$ cat src/rtl/cring_pkg.sv
package cring_pkg;

   typedef enum logic [1:0] {
      SEL_WPTR = 2'd0,
      SEL_RPTR = 2'd1,
      SEL_CTRL = 2'd2,
      SEL_SIZE = 2'd3
   } reg_sel_e;

   typedef enum logic [1:0] {
      ENG_IDLE  = 2'd0,
      ENG_FETCH = 2'd1,
      ENG_SEND  = 2'd2
   } eng_state_e;

   // size code to slot mask: 0 -> 2 slots, 1 -> 16 slots, else 256 slots
   function automatic logic [7:0] ring_mask8(input logic [1:0] code);
      case (code)
         2'd0:    ring_mask8 = 8'h01;
         2'd1:    ring_mask8 = 8'h0F;
         default: ring_mask8 = 8'hFF;
      endcase
   endfunction

endpackage

$ cat src/rtl/cring_regs.sv
module cring_regs
   import cring_pkg::*;
#(
   parameter int REG_W = 16,
   parameter int PTR_W = 8
) (
   input  logic             clk,
   input  logic             rst_n,
   input  logic             low_power,
   input  logic             wr_en,
   input  reg_sel_e         wr_sel,
   input  logic [REG_W-1:0] wr_data,
   input  reg_sel_e         rd_sel,
   output logic [REG_W-1:0] rd_data,
   input  logic [PTR_W-1:0] rptr,
   input  logic             busy,
   output logic [PTR_W-1:0] wptr,
   output logic [PTR_W-1:0] mask,
   output logic             run_req,
   output logic             rp_rst
);

   localparam int RST_BIT = REG_W - 1;
   localparam logic [1:0] SIZE_RST = 2'd2;

   logic [1:0] size_code;

   assign mask = PTR_W'(ring_mask8(size_code));

   always_ff @(posedge clk or negedge rst_n) begin
      if (!rst_n) begin
         wptr      <= '0;
         run_req   <= 1'b0;
         rp_rst    <= 1'b0;
         size_code <= SIZE_RST;
      end else if (wr_en) begin
         case (wr_sel)
            SEL_WPTR: wptr      <= wr_data[PTR_W-1:0] & mask;
            SEL_RPTR: rp_rst    <= wr_data[RST_BIT];
            SEL_CTRL: run_req   <= wr_data[0];
            SEL_SIZE: size_code <= wr_data[1:0];
            default:  ;
         endcase
      end
   end

   always_comb begin
      rd_data = '0;
      case (rd_sel)
         SEL_WPTR: begin
            if (low_power) rd_data = '1;
            else           rd_data[PTR_W-1:0] = wptr;
         end
         SEL_RPTR: begin
            rd_data[PTR_W-1:0] = rptr;
            rd_data[RST_BIT]   = rp_rst;
         end
         SEL_CTRL: rd_data[0]   = run_req | busy;
         SEL_SIZE: rd_data[1:0] = size_code;
         default:  rd_data = '0;
      endcase
   end

endmodule

$ cat src/rtl/cring_fetch.sv
module cring_fetch
   import cring_pkg::*;
#(
   parameter int PTR_W = 8,
   parameter int CMD_W = 32,
   parameter int CAD_W = 4
) (
   input  logic             clk,
   input  logic             rst_n,
   input  logic             run_req,
   input  logic             rp_rst,
   input  logic [PTR_W-1:0] wptr,
   input  logic [PTR_W-1:0] mask,
   output logic [PTR_W-1:0] rptr,
   output logic             busy,
   output logic             mem_rd_en,
   output logic [PTR_W-1:0] mem_rd_addr,
   input  logic             mem_rd_valid,
   input  logic [CMD_W-1:0] mem_rd_data,
   output logic             tx_valid,
   input  logic             tx_ready,
   output logic [CMD_W-1:0] tx_cmd,
   output logic [CAD_W-1:0] tx_codec
);

   eng_state_e       state;
   logic [PTR_W-1:0] rptr_q;
   logic [PTR_W-1:0] slot_q;
   logic [CMD_W-1:0] cmd_q;
   logic             pending;

   assign pending = (wptr & mask) != (rptr_q & mask);

   always_ff @(posedge clk or negedge rst_n) begin
      if (!rst_n) begin
         state  <= ENG_IDLE;
         rptr_q <= '0;
         slot_q <= '0;
         cmd_q  <= '0;
      end else if (rp_rst) begin
         state  <= ENG_IDLE;
         rptr_q <= '0;
      end else begin
         case (state)
            ENG_IDLE: begin
               if (run_req && pending) begin
                  slot_q <= (rptr_q + PTR_W'(1)) & mask;
                  state  <= ENG_FETCH;
               end
            end
            ENG_FETCH: begin
               if (mem_rd_valid) begin
                  cmd_q <= mem_rd_data;
                  state <= ENG_SEND;
               end
            end
            ENG_SEND: begin
               if (tx_ready) begin
                  rptr_q <= slot_q;
                  state  <= ENG_IDLE;
               end
            end
            default: state <= ENG_IDLE;
         endcase
      end
   end

   assign rptr        = rptr_q;
   assign busy        = (state != ENG_IDLE);
   assign mem_rd_en   = (state == ENG_FETCH);
   assign mem_rd_addr = slot_q;
   assign tx_valid    = (state == ENG_SEND);
   assign tx_cmd      = cmd_q;
   assign tx_codec    = cmd_q[CMD_W-1 -: CAD_W];

endmodule

$ cat src/rtl/cring_status.sv
module cring_status #(
   parameter int PTR_W = 8
) (
   input  logic [PTR_W-1:0] wptr,
   input  logic [PTR_W-1:0] rptr,
   input  logic [PTR_W-1:0] mask,
   output logic             full,
   output logic             empty
);

   logic [PTR_W-1:0] wp_next;

   assign wp_next = (wptr + PTR_W'(1)) & mask;
   assign full    = (wp_next == (rptr & mask));
   assign empty   = ((wptr & mask) == (rptr & mask));

endmodule

$ cat src/rtl/cmd_ring_engine.sv
module cmd_ring_engine
   import cring_pkg::*;
#(
   parameter int REG_W = 16,
   parameter int PTR_W = 8,
   parameter int CMD_W = 32,
   parameter int CAD_W = 4
) (
   input  logic             clk,
   input  logic             rst_n,
   input  logic             low_power,
   input  logic             reg_wr_en,
   input  logic [1:0]       reg_wr_sel,
   input  logic [REG_W-1:0] reg_wr_data,
   input  logic [1:0]       reg_rd_sel,
   output logic [REG_W-1:0] reg_rd_data,
   output logic             mem_rd_en,
   output logic [PTR_W-1:0] mem_rd_addr,
   input  logic             mem_rd_valid,
   input  logic [CMD_W-1:0] mem_rd_data,
   output logic             tx_valid,
   input  logic             tx_ready,
   output logic [CMD_W-1:0] tx_cmd,
   output logic [CAD_W-1:0] tx_codec,
   output logic             ring_full,
   output logic             ring_empty
);

   generate
      if (PTR_W < 8) begin : g_bad_ptr
         $error("PTR_W must cover a 256-slot ring");
      end
      if (REG_W <= PTR_W) begin : g_bad_reg
         $error("REG_W must leave room for the reset bit");
      end
      if (CAD_W > CMD_W) begin : g_bad_cad
         $error("codec field wider than the command");
      end
   endgenerate

   logic [PTR_W-1:0] wptr;
   logic [PTR_W-1:0] rptr;
   logic [PTR_W-1:0] mask;
   logic             run_req;
   logic             rp_rst;
   logic             busy;

   cring_regs #(.REG_W(REG_W), .PTR_W(PTR_W)) u_regs (
      .clk       (clk),
      .rst_n     (rst_n),
      .low_power (low_power),
      .wr_en     (reg_wr_en),
      .wr_sel    (reg_sel_e'(reg_wr_sel)),
      .wr_data   (reg_wr_data),
      .rd_sel    (reg_sel_e'(reg_rd_sel)),
      .rd_data   (reg_rd_data),
      .rptr      (rptr),
      .busy      (busy),
      .wptr      (wptr),
      .mask      (mask),
      .run_req   (run_req),
      .rp_rst    (rp_rst)
   );

   cring_fetch #(.PTR_W(PTR_W), .CMD_W(CMD_W), .CAD_W(CAD_W)) u_fetch (
      .clk          (clk),
      .rst_n        (rst_n),
      .run_req      (run_req),
      .rp_rst       (rp_rst),
      .wptr         (wptr),
      .mask         (mask),
      .rptr         (rptr),
      .busy         (busy),
      .mem_rd_en    (mem_rd_en),
      .mem_rd_addr  (mem_rd_addr),
      .mem_rd_valid (mem_rd_valid),
      .mem_rd_data  (mem_rd_data),
      .tx_valid     (tx_valid),
      .tx_ready     (tx_ready),
      .tx_cmd       (tx_cmd),
      .tx_codec     (tx_codec)
   );

   cring_status #(.PTR_W(PTR_W)) u_status (
      .wptr  (wptr),
      .rptr  (rptr),
      .mask  (mask),
      .full  (ring_full),
      .empty (ring_empty)
   );

endmodule

$ cat config.mk
export PLATFORM = sky130hd
export DESIGN_NAME = cmd_ring_engine
export DESIGN_NICKNAME = d
export VERILOG_FILES = /design/src/rtl/cring_pkg.sv /design/src/rtl/cring_regs.sv /design/src/rtl/cring_fetch.sv /design/src/rtl/cring_status.sv /design/src/rtl/cmd_ring_engine.sv
export SDC_FILE = /design/constraint.sdc
export NUM_CORES = 1
export LEC_CHECK = 0
export ABC_AREA = 1
export BUFFER_PORTS_ARGS = -buffer_cell sky130_fd_sc_hd__buf_2
export CORE_UTILIZATION = 35
export DETAILED_ROUTE_END_ITERATION = 10
export HOLD_SLACK_MARGIN = 0.1
export SLEW_MARGIN = 40
export SYNTH_ARGS = -nofsm -noshare
export SYNTH_HDL_FRONTEND = slang
export SYNTH_SLANG_ARGS = --single-unit
$ cat constraint.sdc
create_clock -name clk -period 2 [get_ports clk]
set_clock_uncertainty 0.15 [all_clocks]
set_input_delay 0.4 -clock clk [delete_from_list [all_inputs] [get_ports clk]]
set_output_delay 0.4 -clock clk [all_outputs]
set_load 0.05 [all_outputs]
; After elaboration in Yosys (flattened, before gate mapping)
; Index checks and enable logic that the tools add are counted.
[classes]
n_addsub = 2
n_mul = 0
div_mod_pow = 0
n_lt_le_gt_ge = 0
eq_ne = 15
n_shift = 0
muxes = 16
bitwise = 7
n_reduce_logical = 16
[op_table]
columns = cell, count
row1 = 8-bit AND, 5
row2 = 8-bit two-way mux, 5
row3 = "8-bit by 1-bit adder with 8-bit output, second input constant", 2
row4 = 8-bit == test, 2
row5 = 8-bit case mux with 2 select lines, 1
row6 = 6-bit case mux with 2 select lines, 1
row7 = "2-bit == test, second input constant", 5
row8 = 2-bit AND reduction, 5
row9 = 3-bit AND reduction, 3
row10 = "2-bit by 1-bit == test with 1-bit output, second input constant", 4
row11 = 2-bit logical NOT, 4
row12 = 2-bit two-way mux, 4
row13 = 8-bit inequality test, 1
row14 = 7-bit two-way mux, 1
row15 = "3-bit by 1-bit inequality test with 1-bit output, second input constant", 2
row16 = 2-bit case mux with 3 select lines, 1
row17 = 2-bit nonzero test, 3
row18 = 1-bit case mux with 4 select lines, 1
row19 = "3-bit by 2-bit inequality test with 1-bit output, second input constant", 1
row20 = 1-bit case mux with 3 select lines, 1
row21 = 1-bit case mux with 2 select lines, 1
row22 = 1-bit logical AND, 1
row23 = 1-bit NOT, 1
row24 = 1-bit bitwise OR, 1
[word_totals]
ff_bits = 62
latch_bits = 0
mem_bits_rw = 0
rom_bits = 0
wordCells = 64
n_memories = 0

; Logic depth before layout (Yosys ltp)
; Gate-level depths: netlist (run 1).
[depth]
word_depth = 8
ltp_mapped = 12
mapped_depth_nobuf = 11

; Cells and area by module
; Synthesis (run 1) repeated with hierarchy kept, for this count alone.
[unflattened]
hier_cells = 440
hier_area_um2 = 3711.1
[modules_own_cells]
columns = module, instances, cells_per_inst, area_per_inst_um2, seq_area_each_um2
row1 = cring_fetch, 1, 235, 2448.6, 1251.2
row2 = cring_regs, 1, 111, 815.8, 301.5
row3 = cring_status, 1, 94, 446.7, 0.0

; Worst setup path before layout (run 1)
; OpenSTA, ideal clock, no wires.
[synth_timing]
path_type = in2out
from = input port reg_rd_sel[0]
to = output port reg_rd_data[10]
t_arrival_ps = 1933
t_required_ps = 1450
path_slack_ps = -483
stages = 4
n_path_buf = 1
cell_sequence = nor2_1 > inv_1 > nor2_1 > buf_4
[synth_between]
elab_chain_cells = 2
[synth_rtl]
columns = element, line
row1 = "start, declared", cmd_ring_engine.sv:15  ; input logic [1:0] reg_rd_sel,
row2 = 2-bit logical NOT, cring_regs.sv:49  ; case (rd_sel)
row3 = 7-bit two-way mux, cring_regs.sv:49
row4 = "end, declared", cmd_ring_engine.sv:16  ; output logic [REG_W-1:0] reg_rd_data,
; Every way passes these cells.

; Worst setup path in the final report (run 1)
[layout_timing]
from = register u_regs.wptr[1]
to = output port ring_full
[layout_between]
elab_chain_cells = 3
[layout_rtl]
columns = element, line
row1 = "start, declared", cring_regs.sv:17  ; output logic [PTR_W-1:0] wptr,
row2 = "start signal, assigned", cring_regs.sv:38  ; SEL_WPTR: wptr <= wr_data[PTR_W-1:0] & mask;
row3 = 8-bit by 1-bit adder with 8-bit output, cring_status.sv:13  ; assign wp_next = (wptr + PTR_W'(1)) & mask;
row4 = 8-bit AND, cring_status.sv:13
row5 = 8-bit == test, cring_status.sv:14  ; assign full = (wp_next == (rptr & mask));
row6 = "end, declared", cmd_ring_engine.sv:25  ; output logic ring_full,
; Every way passes these cells.

==> results.ini, run 1 <==
[logic_synthesis]
synth_top_family_by_area = simple AND/OR/NAND/NOR gates
synth-simple-area-share = 0.207
syn_area_um2 = 3180
synthMuxAreaShare = 0.113
postSynthNetCount = 411
yosysWarnings = 0
synthXorXnorAreaFrac = 0.0110
synth_fa_ha_area_frac = 0.00786
synth_compound_area_frac = 0.0881
syn_avg_cell_area_um2 = 9.07
netlist_instances = 351
ys_seq_area_frac = 0.488
synth-seq-cells = 62
ys_types = 31

[layout]
fin_area_um2 = 4560
syn_to_final_growth_pct = 43.3
nets = 569
stdcell_count = 622
n_fill_cell = 846
layout-drive-gt1-share = 0.479
antenna_cells = 0

[run]
cap_violations = 0

[power_and_ir_drop]
p_leak_uw = 0.00243
vdd_drop_max_mv = 0.964
p_per_area_nw_per_um2 = 1300

[worst_setup_path]
end_kind = output port
reg2reg_slack_ns = 0.17
cp.arrival_ns = 1.83
cp_slowest_stage_delay_ns = 0.38
r2r_start = u_regs.wptr[2]$_DFFE_PN0P_
critPathBufInv = 3
cp_top_family = flip-flops
crit_chain = ha_1, xnor2_1, nand2_1, o21ai_1, inv_1, nor2_2, nand2_2, clkinvlp_4, buf_8
crit_fanout = 2
critPathKind = reg2out
reg2reg_depth = 12
slowest_stage = dfrtp_1
reg2reg_to = u_regs.wptr[2]$_DFFE_PN0P_
start_kind = flip-flop
critical_path_required_ns = 1.45

[clock_network]
root_buffer = clkbuf_8
clockBufferDepth = 2
path_clk_slew_ns = 0.07
clkLatencyLatePin_ns = 0.34
clock_sinks = 62
cts_tree = yes
h-tree-depth = 3
cts_buffers = 9

[global_route]
antenna_found_initial = 0
grt_pass1_vias = 3008
grt_start_max_net_pins = 28
grt_pass1_wl_um = 14100
grt.total_usage = 0.188
grt-ovfl-total = 0

[sta]
tightest_slew_ns = 0.521
finalSetupViolations = 2
period_minus_slack_ns = 2.38
final_hold_viol_count = 0
fmax_mhz = 420
hold_ws_ns = 0.126
rsz0062_at_grt = true
slew_headroom = 0.653
fin_crit_sh = 1.19
fin_tns_setup_ns = -0.517
setup_slack_ns = -0.378
slew_violations = 0

[floorplan]
fp.dieH_um = 97.4
rows = 34
coreArea_um2 = 8760
pin_count = 122
die_x_um = 97.4
die-area_um2 = 9480
start_util = 0.363

[drt]
first_iter_violations = 132
drc = 0
totalWireLength_um = 8390
wire_per_inst_um = 13.5
viasPerCell = 4.80
dr.pass1.iters = 4
num_vias = 2984
drtAntennaViolNets = 0

[worst_hold_path]
hold_path_end = u_fetch.tx_cmd[18]$_DFFE_PN0P_
min_path_type = in2reg
whs_path_depth = 2
min-delay-start = mem_rd_data[18]

[placement]
placed_cell_area_um2 = 4010
dpl_worst_slack_ns = -0.119
place_inst = 583
portBuffers = 114
gp_congestion = 0.854
post-dp-hpwl_um = 6090

[run_status]
violations = setup timing
status = complete, but fails checks

==> routing by layer <==
layer  up-vias  GRT usage  share of wire
li1       1476          -              -
met1      1371      0.235           0.43
met2       123      0.300           0.47
met3        14     0.0518          0.080
met4         0     0.0871          0.022
met5         -          0              0
==> sequential cells by signal (all words and copies together) (netlist names) <==
signal / count
u_fetch.tx_cmd: 32
u_fetch.mem_rd_addr: 8
u_fetch.rptr: 8
u_regs.wptr: 8
u_fetch.state: 2
u_regs.size_code: 2
u_regs.rp_rst: 1
u_regs.run_req: 1
==> how the worst max path moves through the flow <==
stage	start	endpoint	slack, ns	depth (start not counted)
2_1_floorplan	reg_rd_sel[0]	reg_rd_data[2]	-0.25	4
3_3_place_gp	u_regs.wptr[0]$_DFFE_PN0P_	ring_full	-0.12	9
3_5_place_dp	u_regs.wptr[0]$_DFFE_PN0P_	ring_full	-0.12	9
4_1_cts	u_regs.wptr[1]$_DFFE_PN0P_	ring_full	-0.38	9
5_1_grt	u_regs.wptr[1]$_DFFE_PN0P_	ring_full	-0.45	9
6_report	u_regs.wptr[1]$_DFFE_PN0P_	ring_full	-0.38	9
==> layout make-up <==
type,instances,area [µm²],area share
Sequential cell,62,1560,0.341
Tap cell,108,135,0.0296
Clock buffer,12,155,0.0340
Multi-Input combinational cell,230,1430,0.312
Clock inverter,4,77.6,0.0170
Inverter,40,154,0.0337
Timing Repair Buffer,166,1060,0.232
==> cell usage in the layout (no fill, tap or decap), drive strengths merged, types with 3 or more instances in the layout <==
cell,n
a21oi,6
buf,162
clkbuf,14
dfrtp,61
inv,40
mux2,32
nand2,62
nand3,37
nand4,10
nor2,31
o21ai,38
xnor2,3
==> power by group <==
group	switching, µW	internal [µW]
clock network	515	777
logic	1970	850
registers	205	1600
==> what timing repair did <==
action / in CTS / in global routing
buffers inserted: 16 / 6
gates resized for setup: 36 / 15
hold buffers: 2 / 0
pin swaps: 10 / 6
setup endpoints to repair: 5 / 8
endpoints found under the hold margin: 17 / 0
==> logic make-up (layout without fill, tap and decap cells) <==
family | count (synthesis) | count (layout)
mux | 32 | 32
simple gates | 142 | 142
compound gates | 50 | 50
flops | 62 | 62
buf+inv | 59 | 222
fa+ha+maj | 2 | 2
xor+xnor | 4 | 4
==> stage by stage <==
step,util,power (µW)
4_1_cts,0.514,5930
5_1_grt,0.521,6220
3_3_place_gp,0.458,4400
2_1_floorplan,-,3800
3_5_place_dp,0.458,4430
6_report,0.521,5920
==> cells in the mapped netlist, drive strengths merged <==
| master | count | area share |
|---|---|---|
| inv | 40 | 0.047 |
| ha | 2 | 0.0079 |
| nand3b | 1 | 0.0024 |
| dfstp | 1 | 0.0083 |
| o21ai | 38 | 0.063 |
| o211ai | 2 | 0.0047 |
| clkbuf | 2 | 0.0024 |
| nand4 | 10 | 0.020 |
| o31ai | 1 | 0.0024 |
| o21bai | 1 | 0.0035 |
| nor3 | 1 | 0.0016 |
| o2111ai | 1 | 0.0028 |
| xnor2 | 3 | 0.0083 |
| o22ai | 1 | 0.0020 |
| buf | 17 | 0.035 |
| nor2 | 31 | 0.040 |
| dfrtp | 61 | 0.48 |
| mux2 | 32 | 0.11 |
| a21oi | 6 | 0.0094 |
| nand2 | 62 | 0.075 |
| xor2 | 1 | 0.0028 |
| nand3 | 37 | 0.068 |
(Power assumes the default switching activity.)
==> inputs of run 2 (changes only) <==
Settings changed: SYNTH_HIERARCHICAL from default to 1.
==> results.ini, run 2 <==
[drt]
first_iter_violations = 202  ; was 132
dr.pass1.iters = 4  ; unchanged
num_vias = 3418  ; was 2984
drtAntennaViolNets = 0  ; unchanged
viasPerCell = 4.75  ; was 4.80
drc = 0  ; unchanged
totalWireLength_um = 9570  ; was 8390 µm
wire_per_inst_um = 13.3  ; was 13.5 µm

[sta]
fmax_mhz = 426  ; was 420 MHz
finalSetupViolations = 3  ; was 2
fin_crit_sh = 1.17  ; was 1.19
fin_tns_setup_ns = -0.719  ; was -0.517 ns
final_hold_viol_count = 0  ; unchanged
setup_slack_ns = -0.349  ; was -0.378 ns
slew_violations = 0  ; unchanged
period_minus_slack_ns = 2.35  ; was 2.38 ns
rsz0062_at_grt = true  ; unchanged

[power_and_ir_drop]
combPwrFrac = 0.524  ; was 0.476
vdd_drop_max_mv = 1.08  ; was 0.964 mV
pwr-share-seq = 0.295  ; was 0.306
p_per_area_nw_per_um2 = 1320  ; was 1300 nW/µm²
swShare = 0.468  ; was 0.454
clkPwrFrac = 0.181  ; was 0.218
p_sw_uw = 3040  ; was 2690 µW
p_leak_uw = 0.00266  ; was 0.00243 µW
p_int_uw = 3450  ; was 3230 µW

[layout]
multiInputGateArea_um2 = 1850  ; was 1430 µm²
antenna_cells = 0  ; unchanged
final_cell_mix = nand2_1 (124), buf_2 (110), dfrtp_1 (58)  ; was buf_2 (106), dfrtp_1 (58), nand2_1 (57)
final_common_cell = nand2_1  ; was buf_2
nets = 639  ; was 569
largest_register_ffs = 32  ; unchanged
seqCellArea_um2 = 1560  ; unchanged
n_fill_cell = 1001  ; was 846
fin_util = 0.475  ; was 0.521
layout-drive-gt1-share = 0.411  ; was 0.479
syn_to_final_growth_pct = 32.3  ; was 43.3%

[run]
cap_violations = 0  ; unchanged

[logic_synthesis]
ys_types = 31  ; unchanged
synthTopCellsByArea = dfrtp_1 (41%), nand2_1 (13%), mux2_4 (12%)  ; was dfrtp_1 (48%), mux2_2 (10%), nand2_1 (7.0%)
synth-seq-cells = 62  ; unchanged
postSynthNetCount = 500  ; was 411
syn_avg_cell_area_um2 = 8.43  ; was 9.07 µm²
synth.most_common_cell = nand2_1  ; was dfrtp_1
synth.top_cell.area_share = 0.411  ; was 0.480
synth_common_cells = nand2_1 (127), dfrtp_1 (61), inv_1 (46)  ; was dfrtp_1 (61), nand2_1 (59), o21ai_0 (37)
netlist_instances = 440  ; was 351
syn_area_um2 = 3710  ; was 3180 µm²
yosysTopAreaCell = dfrtp_1  ; unchanged
ys_seq_area_frac = 0.418  ; was 0.488
synth-edff-count = 0  ; unchanged
postSynth.asyncResetShare = 1.00  ; unchanged
synth_flop_cell = dfrtp_1  ; unchanged
yosysWarnings = 6  ; was 0

[clock_network]
clkLatencyLatePin_ns = 0.34  ; about the same
cts_tree = yes  ; unchanged
clock_sinks = 62  ; unchanged
cts_buffers = 9  ; unchanged
clockBufferDepth = 2  ; unchanged
path_clk_slew_ns = 0.07  ; about the same
root_buffer = clkbuf_8  ; unchanged
h-tree-depth = 3  ; unchanged

[placement]
post-dp-hpwl_um = 7320  ; was 6090 µm
gp_congestion = 0.859  ; was 0.854
portBuffers = 114  ; unchanged

[global_route]
grt_pass1_vias = 3312  ; was 3008
grt_start_max_net_pins = 42  ; was 28
grt.total_usage = 0.181  ; was 0.188
grt-ovfl-total = 0  ; unchanged
grt_pass1_wl_um = 15600  ; was 14100 µm
antenna_found_initial = 0  ; unchanged

[floorplan]
die-area_um2 = 11000  ; was 9480 µm²
pin_count = 122  ; unchanged
fp.dieH_um = 105  ; was 97.4 µm
coreArea_um2 = 10300  ; was 8760 µm²
start_util = 0.359  ; was 0.363
rows = 37  ; was 34
die_x_um = 105  ; was 97.4 µm

[worst_setup_path]
end_kind = output port  ; unchanged
critPathKind = reg2out  ; unchanged
start_kind = flip-flop  ; unchanged
crit_fanout = 2  ; unchanged
critical_path_required_ns = 1.45  ; about the same
cp.arrival_ns = 1.80  ; was 1.83 ns

[worst_hold_path]
min_path_type = in2reg  ; unchanged

[run_status]
status = complete, but fails checks  ; unchanged
violations = setup timing  ; unchanged

run 2: cell count changes after synthesis, moves of 4 or more:
cell     delta
nor2_1      -5
mux2_2     -26
inv_1      +10
o21ai_0     -9
o21ai_2     +6
mux2_4     +29
buf_4       +6
nand2_1    +68
nand3_1     +7
buf_6       +4
run 2: power groups by stage:
stage / clock [µW] / combinational [µW] / sequential [µW]
after floorplan: 0 / 1410 / 3070
after global placement: 0 / 3260 / 1920
after detailed placement: 0 / 3300 / 1910
after CTS: 1200 / 3340 / 1920
after global routing: 1270 / 3570 / 1970
final: 1180 / 3400 / 1910
run 2: layout make-up:
| type | count | share of cell area |
|---|---|---|
| clock buffer | 12 | 0.0275 |
| sequential | 62 | 0.317 |
| clock inverter | 4 | 0.0148 |
| multi-input combinational | 301 | 0.377 |
| inverter | 51 | 0.0390 |
| tap | 136 | 0.0347 |
| timing repair buffer | 154 | 0.190 |
run 2: worst max-delay path, stage by stage, from the launching register on:
cell and delay, ns:
dfrtp_2 0.43, ha_4 0.25, inv_2 0.05, nand2_2 0.04, nand3_1 0.07, nand2_1 0.06
inv_2 0.05, nand2_2 0.06, nor2_4 0.12, nand3_4 0.09, nor2_4 0.09, buf_6 0.15
run 2: metrics by stage:
stage	hold WS [ns]	std cells	total power [µW]	area (µm²)	setup slack, ns
2_1_floorplan	-0.0456	440	4480	3770	-0.0713
3_3_place_gp	0.0571	695	5170	4560	-0.0835
3_5_place_dp	0.0586	695	5220	4560	-0.125
4_1_cts	0.123	714	6470	4830	-0.351
5_1_grt	0.123	720	6800	4910	-0.444
6_report	0.137	720	6490	4910	-0.349
run 2: what timing repair did:
action | CTS | global route
gates cloned | 0 | 0
setup buffers | 1 | 6
pin swaps | 7 | 6
gates resized for setup | 15 | 9
hold buffers | 2 | 0
setup endpoints to repair | 5 | 5
endpoints found under the hold margin | 62 | 0
run 2: path summary, 6_finish.rpt:
check,slack (ns),endpoint,startpoint,depth (start not counted)
setup / recovery,-0.35,ring_full,u_regs/wptr[1]$_DFFE_PN0P_,11
max in group asynchronous,0.94,u_regs/size_code[1]$_DFFE_PN1P_,rst_n,3
hold / removal,0.14,u_fetch/tx_cmd[21]$_DFFE_PN0P_,mem_rd_data[21],2
setup reg to reg,0.08,u_fetch/mem_rd_addr[5]$_DFFE_PN0P_,u_regs/size_code[1]$_DFFE_PN1P_,10
min in group asynchronous,0.25,u_fetch/tx_cmd[10]$_DFFE_PN0P_,rst_n,2
hold reg to reg,0.36,u_fetch/mem_rd_addr[3]$_DFFE_PN0P_,u_fetch/mem_rd_addr[3]$_DFFE_PN0P_,2
run 2: layer usage:
layer  global-route usage  vias up  routed length [µm]
met5                    0        -                   0
met4               0.0885        0                 255
met3               0.0393       23                 649
met2                0.291      155                4420
met1                0.230     1556                4250
li1                     -     1684                   -
run 2: kinds of logic after synthesis:
logic type,Yosys count,share of synthesized area
buffers and inverters,77,0.104
AO/OA/AOI/OAI,44,0.0664
multiplexers,32,0.126
AND/OR/NAND/NOR,219,0.270
flip-flops,62,0.418
adder cells (fa/ha/maj),2,0.00674
XOR/XNOR,3,0.00708
other,1,0.00101
